## src/rtl/ret_stack_pkg.sv

```systemverilog
package ret_stack_pkg;

    // Request decoded for one cycle; push has priority over pop.
    typedef enum logic [1:0] {
        STK_IDLE = 2'd0,
        STK_PUSH = 2'd1,
        STK_POP  = 2'd2
    } stk_op_e;

    function automatic stk_op_e stk_decode(input logic push, input logic pop);
        if (push)     return STK_PUSH;
        else if (pop) return STK_POP;
        else          return STK_IDLE;
    endfunction

endpackage

```

## src/rtl/stk_ptr.sv

```systemverilog
module stk_ptr
    import ret_stack_pkg::*;
#(
    parameter int PTR_W = 4
) (
    input  logic             clk,
    input  logic             rst_n,
    input  logic             push_i,
    input  logic             pop_i,
    output logic [PTR_W-1:0] sp_o,
    output logic             wr_en_o,
    output logic [PTR_W-1:0] wr_addr_o
);

    localparam logic [PTR_W-1:0] TOP_IDX = '1;
    localparam logic [PTR_W-1:0] BOT_IDX = '0;

    typedef struct packed {
        logic [PTR_W-1:0] sp;
    } ptr_state_t;

    ptr_state_t st_d, st_q;
    stk_op_e    op;
    logic [PTR_W-1:0] sp_inc, sp_dec;

    always_comb begin
        op        = stk_decode(push_i, pop_i);
        sp_inc    = PTR_W'(st_q.sp + 1'b1);
        sp_dec    = PTR_W'(st_q.sp - 1'b1);
        st_d      = st_q;
        wr_en_o   = 1'b0;
        wr_addr_o = sp_inc;
        case (op)
            STK_PUSH: begin
                st_d.sp = sp_inc;
                wr_en_o = 1'b1;
            end
            STK_POP: begin
                st_d.sp = sp_dec;
            end
            default: ;
        endcase
    end

    always_ff @(posedge clk or negedge rst_n) begin
        if (!rst_n) st_q.sp <= TOP_IDX;
        else        st_q    <= st_d;
    end

    assign sp_o = st_q.sp;

    // pointer sits on the top entry right after reset
    p_reset_top_r1: assert property (@(posedge clk)
        !rst_n |=> (st_q.sp == TOP_IDX));

    // push advances pointer by one
    p_push_inc_r2: assert property (@(posedge clk) disable iff (!rst_n)
        push_i |=> (st_q.sp == PTR_W'($past(st_q.sp) + 1'b1)));

    // pop alone retreats by one
    p_pop_dec_r3: assert property (@(posedge clk) disable iff (!rst_n)
        (pop_i && !push_i) |=> (st_q.sp == PTR_W'($past(st_q.sp) - 1'b1)));

    // wrap upward
    p_wrap_up_r4: assert property (@(posedge clk) disable iff (!rst_n)
        (push_i && st_q.sp == TOP_IDX) |=> (st_q.sp == BOT_IDX));

    // wrap downward
    p_wrap_dn_r5: assert property (@(posedge clk) disable iff (!rst_n)
        (pop_i && !push_i && st_q.sp == BOT_IDX) |=> (st_q.sp == TOP_IDX));

    // idle holds pointer
    p_idle_hold_r7: assert property (@(posedge clk) disable iff (!rst_n)
        (!push_i && !pop_i) |=> $stable(st_q.sp));

endmodule

```

## src/rtl/stk_store.sv

```systemverilog
module stk_store #(
    parameter int DATA_W = 16,
    parameter int PTR_W  = 4
) (
    input  logic              clk,
    input  logic              rst_n,
    input  logic              we_i,
    input  logic [PTR_W-1:0]  waddr_i,
    input  logic [DATA_W-1:0] wdata_i,
    input  logic [PTR_W-1:0]  raddr_i,
    output logic [DATA_W-1:0] rdata_o
);

    localparam int DEPTH = 1 << PTR_W;

    typedef struct packed {
        logic [DEPTH-1:0][DATA_W-1:0] ent;
    } store_t;

    store_t st_d, st_q;

    always_comb begin
        st_d = st_q;
        for (int i = 0; i < DEPTH; i++) begin
            if (we_i && waddr_i == PTR_W'(i)) st_d.ent[i] = wdata_i;
        end
    end

    // contents deliberately not reset
    always_ff @(posedge clk) begin
        st_q <= st_d;
    end

    assign rdata_o = st_q.ent[raddr_i];

    // a write lands at the addressed entry
    p_write_lands_r2: assert property (@(posedge clk) disable iff (!rst_n)
        we_i |=> (st_q.ent[$past(waddr_i)] == $past(wdata_i)));

    // without a write every entry keeps its value
    p_no_write_hold_r7: assert property (@(posedge clk) disable iff (!rst_n)
        !we_i |=> $stable(st_q));

endmodule

```

## src/rtl/ret_stack.sv

```systemverilog
module ret_stack #(
    parameter int DATA_W = 16,
    parameter int PTR_W  = 4
) (
    input  logic              clk,
    input  logic              rst_n,
    input  logic              push_i,
    input  logic              pop_i,
    input  logic [DATA_W-1:0] push_data_i,
    output logic [DATA_W-1:0] top_data_o,
    output logic [PTR_W-1:0]  sp_o
);

    logic             wr_en;
    logic [PTR_W-1:0] wr_addr;
    logic [PTR_W-1:0] sp_q;

    stk_ptr #(.PTR_W(PTR_W)) u_ptr (
        .clk       (clk),
        .rst_n     (rst_n),
        .push_i    (push_i),
        .pop_i     (pop_i),
        .sp_o      (sp_q),
        .wr_en_o   (wr_en),
        .wr_addr_o (wr_addr)
    );

    stk_store #(.DATA_W(DATA_W), .PTR_W(PTR_W)) u_store (
        .clk     (clk),
        .rst_n   (rst_n),
        .we_i    (wr_en),
        .waddr_i (wr_addr),
        .wdata_i (push_data_i),
        .raddr_i (sp_q),
        .rdata_o (top_data_o)
    );

    assign sp_o = sp_q;

    // a combined request writes, which only a push does
    p_both_is_push_r6: assert property (@(posedge clk) disable iff (!rst_n)
        (push_i && pop_i) |=> (top_data_o == $past(push_data_i)));

endmodule

```

## config.mk

```make
export PLATFORM = sky130hd
export DESIGN_NAME = ret_stack
export DESIGN_NICKNAME = d
export VERILOG_FILES = /design/src/rtl/ret_stack_pkg.sv /design/src/rtl/stk_ptr.sv /design/src/rtl/stk_store.sv /design/src/rtl/ret_stack.sv
export SDC_FILE = /design/constraint.sdc
export NUM_CORES = 1
export LEC_CHECK = 0
export BUFFER_PORTS_ARGS = -buffer_cell sky130_fd_sc_hd__clkbuf_2
export CAP_MARGIN = 25
export CORE_UTILIZATION = 30
export DETAILED_ROUTE_END_ITERATION = 16
export HOLD_SLACK_MARGIN = 0.1
export PLACE_DENSITY = 0.54
export SYNTH_ARGS = -nofsm -noshare
export SYNTH_HDL_FRONTEND = slang
export SYNTH_HIERARCHICAL = 1
export SYNTH_SLANG_ARGS = --single-unit
export TNS_END_PERCENT = 1
```

## constraint.sdc

```tcl
create_clock -name clk -period 5.1 [get_ports clk]
set_clock_uncertainty 0.2 [all_clocks]
set_input_delay 1.275 -clock clk [delete_from_list [all_inputs] [get_ports clk]]
set_output_delay 1.275 -clock clk [all_outputs]
set_load 0.01 [all_outputs]
```

### Word-level counts from Yosys, hierarchy flattened

Index checks and enable logic that the tools add are counted.

| operators by class | value |
|---|---|
| eq/ne operators | 17 |
| $lt $le $gt $ge | 1 |
| reductions and logical operators | 18 |
| add/subtract/negate cells | 2 |
| mux-type cells | 6 |

Operators by type and width:

| operator | count |
|---|---|
| 16-bit binary-select mux with 4-bit select | 1 |
| 4-bit equality test (second input constant) | 8 |
| 4-bit by 3-bit equality test with 1-bit output (second input constant) | 4 |
| 1-bit logical AND | 16 |
| 16-bit 2-to-1 mux | 1 |
| 4-bit by 2-bit equality test with 1-bit output (second input constant) | 2 |
| 4-bit case mux with 2 select lines | 1 |
| 4-bit by 5-bit less-than comparator with 1-bit output (second input constant) | 1 |
| 4-bit by 1-bit adder with 4-bit output (second input constant) | 1 |
| 4-bit by 1-bit equality test with 1-bit output (second input constant) | 1 |
| 4-bit logical NOT | 1 |
| 2-bit 2-to-1 mux | 2 |
| 4-bit by 1-bit subtractor with 4-bit output (second input constant) | 1 |
| 2-bit by 1-bit equality test with 1-bit output (second input constant) | 1 |
| 2-bit equality test (second input constant) | 1 |
| 2-bit nonzero test | 1 |
| 1-bit 2-to-1 mux | 1 |

| word-level totals | value |
|---|---|
| output and inout port bits | 20 |
| register bits after elaboration | 260 |

### Depth between registers and ports, before layout

| depth | value |
|---|---|
| word-level depth | 5 |
| depth in mapped cells | 5 |
| gate-level depth less buffers | 5 |

### Hierarchy

The synthesis kept the hierarchy.

Modules (own cells, without submodules):

| module | cells an instance | sequential area each (um^2) | area each (um^2) | instances |
|---|---|---|---|---|
| stk_store | 416 | 7687.4 | 9770.6 | 1 |
| stk_ptr | 23 | 105.1 | 244.0 | 1 |

### Least setup slack after synthesis

Ideal clock, no wire load.

| timing path | value |
|---|---|
| path type | input to register |
| from | input push_i |
| to | register u_store/st_q[0] (netlist bit), enable pin |
| library setup time | 0.409 ns |
| arrival | 3.039 ns |
| slack | 1.452 ns |
| cell stages on the path | 3 |
| cells stage by stage | clkbuf_1 > or3b_2 > nor3_1 |

| between the ends | value |
|---|---|
| word-level cells in the longest chain between the ends | 4 |

Ends and longest elaborated chain:

| element | RTL line | RTL |
|---|---|---|
| from (decl) | ret_stack.sv:7 | `input logic push_i,` |
| 2-bit 2-to-1 mux | ret_stack_pkg.sv:11 | `if (push) return STK_PUSH;` |
| 2-bit by 1-bit equality test with 1-bit output | stk_ptr.sv:33 | `case (op)` |
| 1-bit 2-to-1 mux | stk_ptr.sv:33 |  |
| 1-bit logical AND | stk_store.sv:25 | `if (we_i && waddr_i == PTR_W'(i)) st_d.ent[i] = wdata_i;` |
| to (signal assigned) | stk_store.sv:31 | `st_q <= st_d;` |
| to (decl) | stk_store.sv:20 | `store_t st_d, st_q;` |

Every way passes these cells.
A chain may end at the register's enable or synchronous reset.

### Worst setup path in the final report

| timing path | value |
|---|---|
| from | register u_ptr.st_q (netlist bit u_ptr/sp_o[0]) |
| to | output top_data_o[4] |

| between the ends | value |
|---|---|
| word-level cells in the longest chain between the ends | 2 |

Ends and longest elaborated chain:

| element | RTL line | RTL |
|---|---|---|
| from (decl) | stk_ptr.sv:22 | `ptr_state_t st_d, st_q;` |
| from (signal assigned) | stk_ptr.sv:47 | `else st_q <= st_d;` |
| 16-bit binary-select mux with 4-bit select | stk_store.sv:34 | `assign rdata_o = st_q.ent[raddr_i];` |
| 16-bit 2-to-1 mux (not written as such) | stk_store.sv:34 |  |
| to (decl) | ret_stack.sv:10 | `output logic [DATA_W-1:0] top_data_o,` |

Every way passes these cells. The select of a mux whose other input is x is not followed.

==> impl_results.md <==
- Hold Path Depth: 1
- Ys Warns: 6
- Switching share of power: a little under a third
- Synth-to-layout area growth: 16.54%
- Crit path max fanout: 42
- Sequential power share: between 40% and 50%
- Die Width: around 180 microns
- Seq cells post-synth: between 200 and 300
- Post-synth cell types: 31
- Dpl hpwl: 12.54 mm
- Logic pwr share: just under 30%
- Int Pwr: ~4.6 mW
- CTS resizes: 0
- Maxcap violations: 0
- R2R depth: 5
- CP max-delay cell: dfstp_4
- Cts hold-fix bufs: 0
- Mux cell area share after synthesis: around 15%
- FFs w/ async S/R, synth: approximately 1.5%
- Share of post-route cells with drive strength above 1: between 30% and 40%
- Req. time, crit path: ~3.6 ns
- Fin. Hold Viols: 0
- Complex-gate fraction of the synthesized area: about 2.5%
- Max-slew violations: 0
- Worst hold path class: flip-flop to flip-flop
- Post-CTS Setup Repair Bufs: 0
- CP Capture Type: output port
- Port buffer count: 39
- Syn_area_per_cell: approximately 23 sq um
- Post-synthesis simple-gate area fraction: ~2.3%
- Ant diodes: 0
- Die H: around 180 microns
- Main combinational cell family by area after synthesis: multiplexers
- FP Rows: 66
- Crit path DAT: ~3 ns
- Number of global-route vias before repair: roughly 4900
- Starting Density: a little under a third
- Cell area after synthesis: 10010 sq um
- Syn nets: between 400 and 500
- Part of the power in the clock network: a little over a quarter
- VDD IR-drop max: between 0.2 and 0.3 mV
- DRT iter0 DRCs: between 400 and 500
- Skew-Pair Late Insertion Delay: between 0.5 and 0.6 ns
- Final setup viols: 0
- Routed Antenna Nets: 0
- Setup TNS: 0 ns
- GRT Util Overall: about an eighth
- Post-Route WL: around 22 mm
- Post-layout power: around 6.7 mW
- WL/cell: 22.25 microns
- Clock root buffer: clkbuf_16
- Final Critical Period: around 4.5 ns
- Clock transition at the registers of the reported paths: around 0.060 ns
- Via count: ~4600
- Psw: a little over 2 mW
- I/O pin count: 40
- Routability congestion estimate: approximately 0.73
- CP Class: flip-flop to output port
- RSZ-0062 raised after global routing: no
- Xor/xnor cell area share of the yosys netlist: less than 1%
- Pwr dens: 575.1 nW/um^2
- Worst Tran Pin Value: about 1.1 ns
- Status: finished clean
- CP max stage delay: 1.08 ns
- DR pass1 iterations: 4
- Share of the yosys chip area belonging to registers: roughly 78%
- First-pass GRT wire length: roughly 32 mm
- Lkg Pwr: 3.732 nW
- EDFF count, synth: 256
- Cell Chain, Critical Path: buf_4 > mux4_1 > a22oi_1 > nand2_1 > clkbuf_2
- Post-Synth Adder-Cell Area: less than 1%
- Min-delay src: u_ptr/sp_o[3]$_DFFE_PN1P_
- Largest net degree at the start of global routing: 43
- Initial antenna violation count: 0
- CTS Buffer Depth: 3
- CTS Sinks: 260
- Commonest non-fill, non-tap cell in the layout: edfxtp_1
- Vias/cell: 4.733
- Synthesized instance count: 439
- DRC: 0
- Tcrit/Tclk final: between 80% and 90%
- Die area: roughly 34000 sq um
- H-tree depth: 1
- Worst Setup Start Kind: flip-flop
- Nets: around 530
- Most frequent cells in the layout: edfxtp_1 (256), mux4_2 (54), clkbuf_2 (39)
- CP Launch Point: u_ptr/sp_o[0]$_DFFE_PN1P_
- GRT Residual Overflow: 0
- Post-synth top flop: edfxtp_1
- RR Startpoint: u_ptr/sp_o[0]$_DFFE_PN1P_
- Slew Limit Headroom: between 20% and 30%
- Max Fclk: 223.0 MHz
- CTS Buf Count: 26
- Core area: 32700 sq um
- CTS tree: done
==> synthesized netlist by cell type (all sizes together) (2+ instances only) <==
library cell    n  area share [%]
dlygate4sd1     2            0.17
nor2b           2            0.12
clkbuf          6            0.36
inv             2           0.075
buf            13             1.1
mux4           64              15
edfxtp        256              77
nor2           14            0.52
a22oi          32             2.4
nand2          19            0.71
nand3b          2            0.15
nand2b          2            0.12
xor2            3            0.26
ha              2            0.25
xnor2           2            0.17
nand3           2            0.10
dfstp           4             1.0
nor3            4            0.20
==> per-layer routing <==
metal | vias to the layer above | share of wire [%] | global-route usage (%) | wire length [microns]
li1 | 2001 | - | - | -
met1 | 2424 | 41 | 17.37 | 8841
met2 | 126 | 50 | 22.25 | 10740
met3 | 31 | 7.6 | 1.956 | 1628
met4 | 0 | 1.5 | 3.174 | 328
met5 | - | 0 | 0 | 0
==> sequential cells by signal, summed over array words and instances, names as in the netlist <==
signal,count
u_ptr/sp_o,4
u_store/st_q,256
==> cell type report <==
| class | count | area [sq um] |
|---|---|---|
| Fill cell | 3050 | 21030 |
| Sequential cell | 260 | 7796 |
| Multi-Input combinational cell | 155 | 2095 |
| Clock buffer | 28 | 679.4 |
| Tap cell | 442 | 553.0 |
| Timing Repair Buffer | 62 | 392.9 |
| Clock inverter | 19 | 147.6 |
| Inverter | 2 | 7.507 |
==> path summary, 6_finish.rpt <==
path / to / slack (ns)
hold / removal: u_ptr/sp_o[3]$_DFFE_PN1P_ / 0.39
min in group asynchronous: u_ptr/sp_o[0]$_DFFE_PN1P_ / 0.54
setup / recovery: top_data_o[4] / 0.62
hold reg to reg: u_ptr/sp_o[3]$_DFFE_PN1P_ / 0.39
max in group asynchronous: u_ptr/sp_o[1]$_DFFE_PN1P_ / 4.13
setup reg to reg: u_store/st_q[242]$_DFFE_PP_ / 1.41
==> power by group through the flow <==
stage               Sequential [mW]  Clock, mW  Combinational, mW
floorplan                      2.83          0               1.39
global placement               2.95          0               1.98
detailed placement             2.98          0               2.00
CTS                            2.93       1.87               2.01
global route                   2.96       1.95               2.11
finish                         2.92       1.83               1.96
==> stage by stage <==
step | instances | worst slack (ns) | util (%) | cell area [sq um] | hold slack, ns
final | 968 | 0.6162 | 35.69 | 11670 | 0.3894
after global routing | 968 | 0.4155 | 35.69 | 11670 | 0.4101
after floorplan | 439 | 1.452 | - | 10010 | 0.3302
after detailed placement | 921 | 1.100 | 33.16 | 10840 | 0.3743
after CTS | 968 | 0.5313 | 35.69 | 11670 | 0.3891
after global placement | 921 | 1.124 | 33.16 | 10840 | 0.3647
==> cells by family after synthesis <==
logic type / Yosys count
AOI/OAI and AO/OA: 34
xor gates and xnor gates: 5
adders and majority gates: 2
buffers and inverters: 24
DFF: 260
muxes: 65
and+or+nand+nor: 49
==> worst max-delay path: cells and delay by family (launching register included) <==
| family | cells | cell delay (ns) |
|---|---|---|
| AO/OA/AOI/OAI | 1 | 0.19 |
| buffers and inverters | 2 | 0.51 |
| multiplexers | 1 | 0.57 |
| flip-flops | 1 | 1.08 |
| AND/OR/NAND/NOR | 1 | 0.09 |
Note: power is estimated with default switching activity, not from simulation.
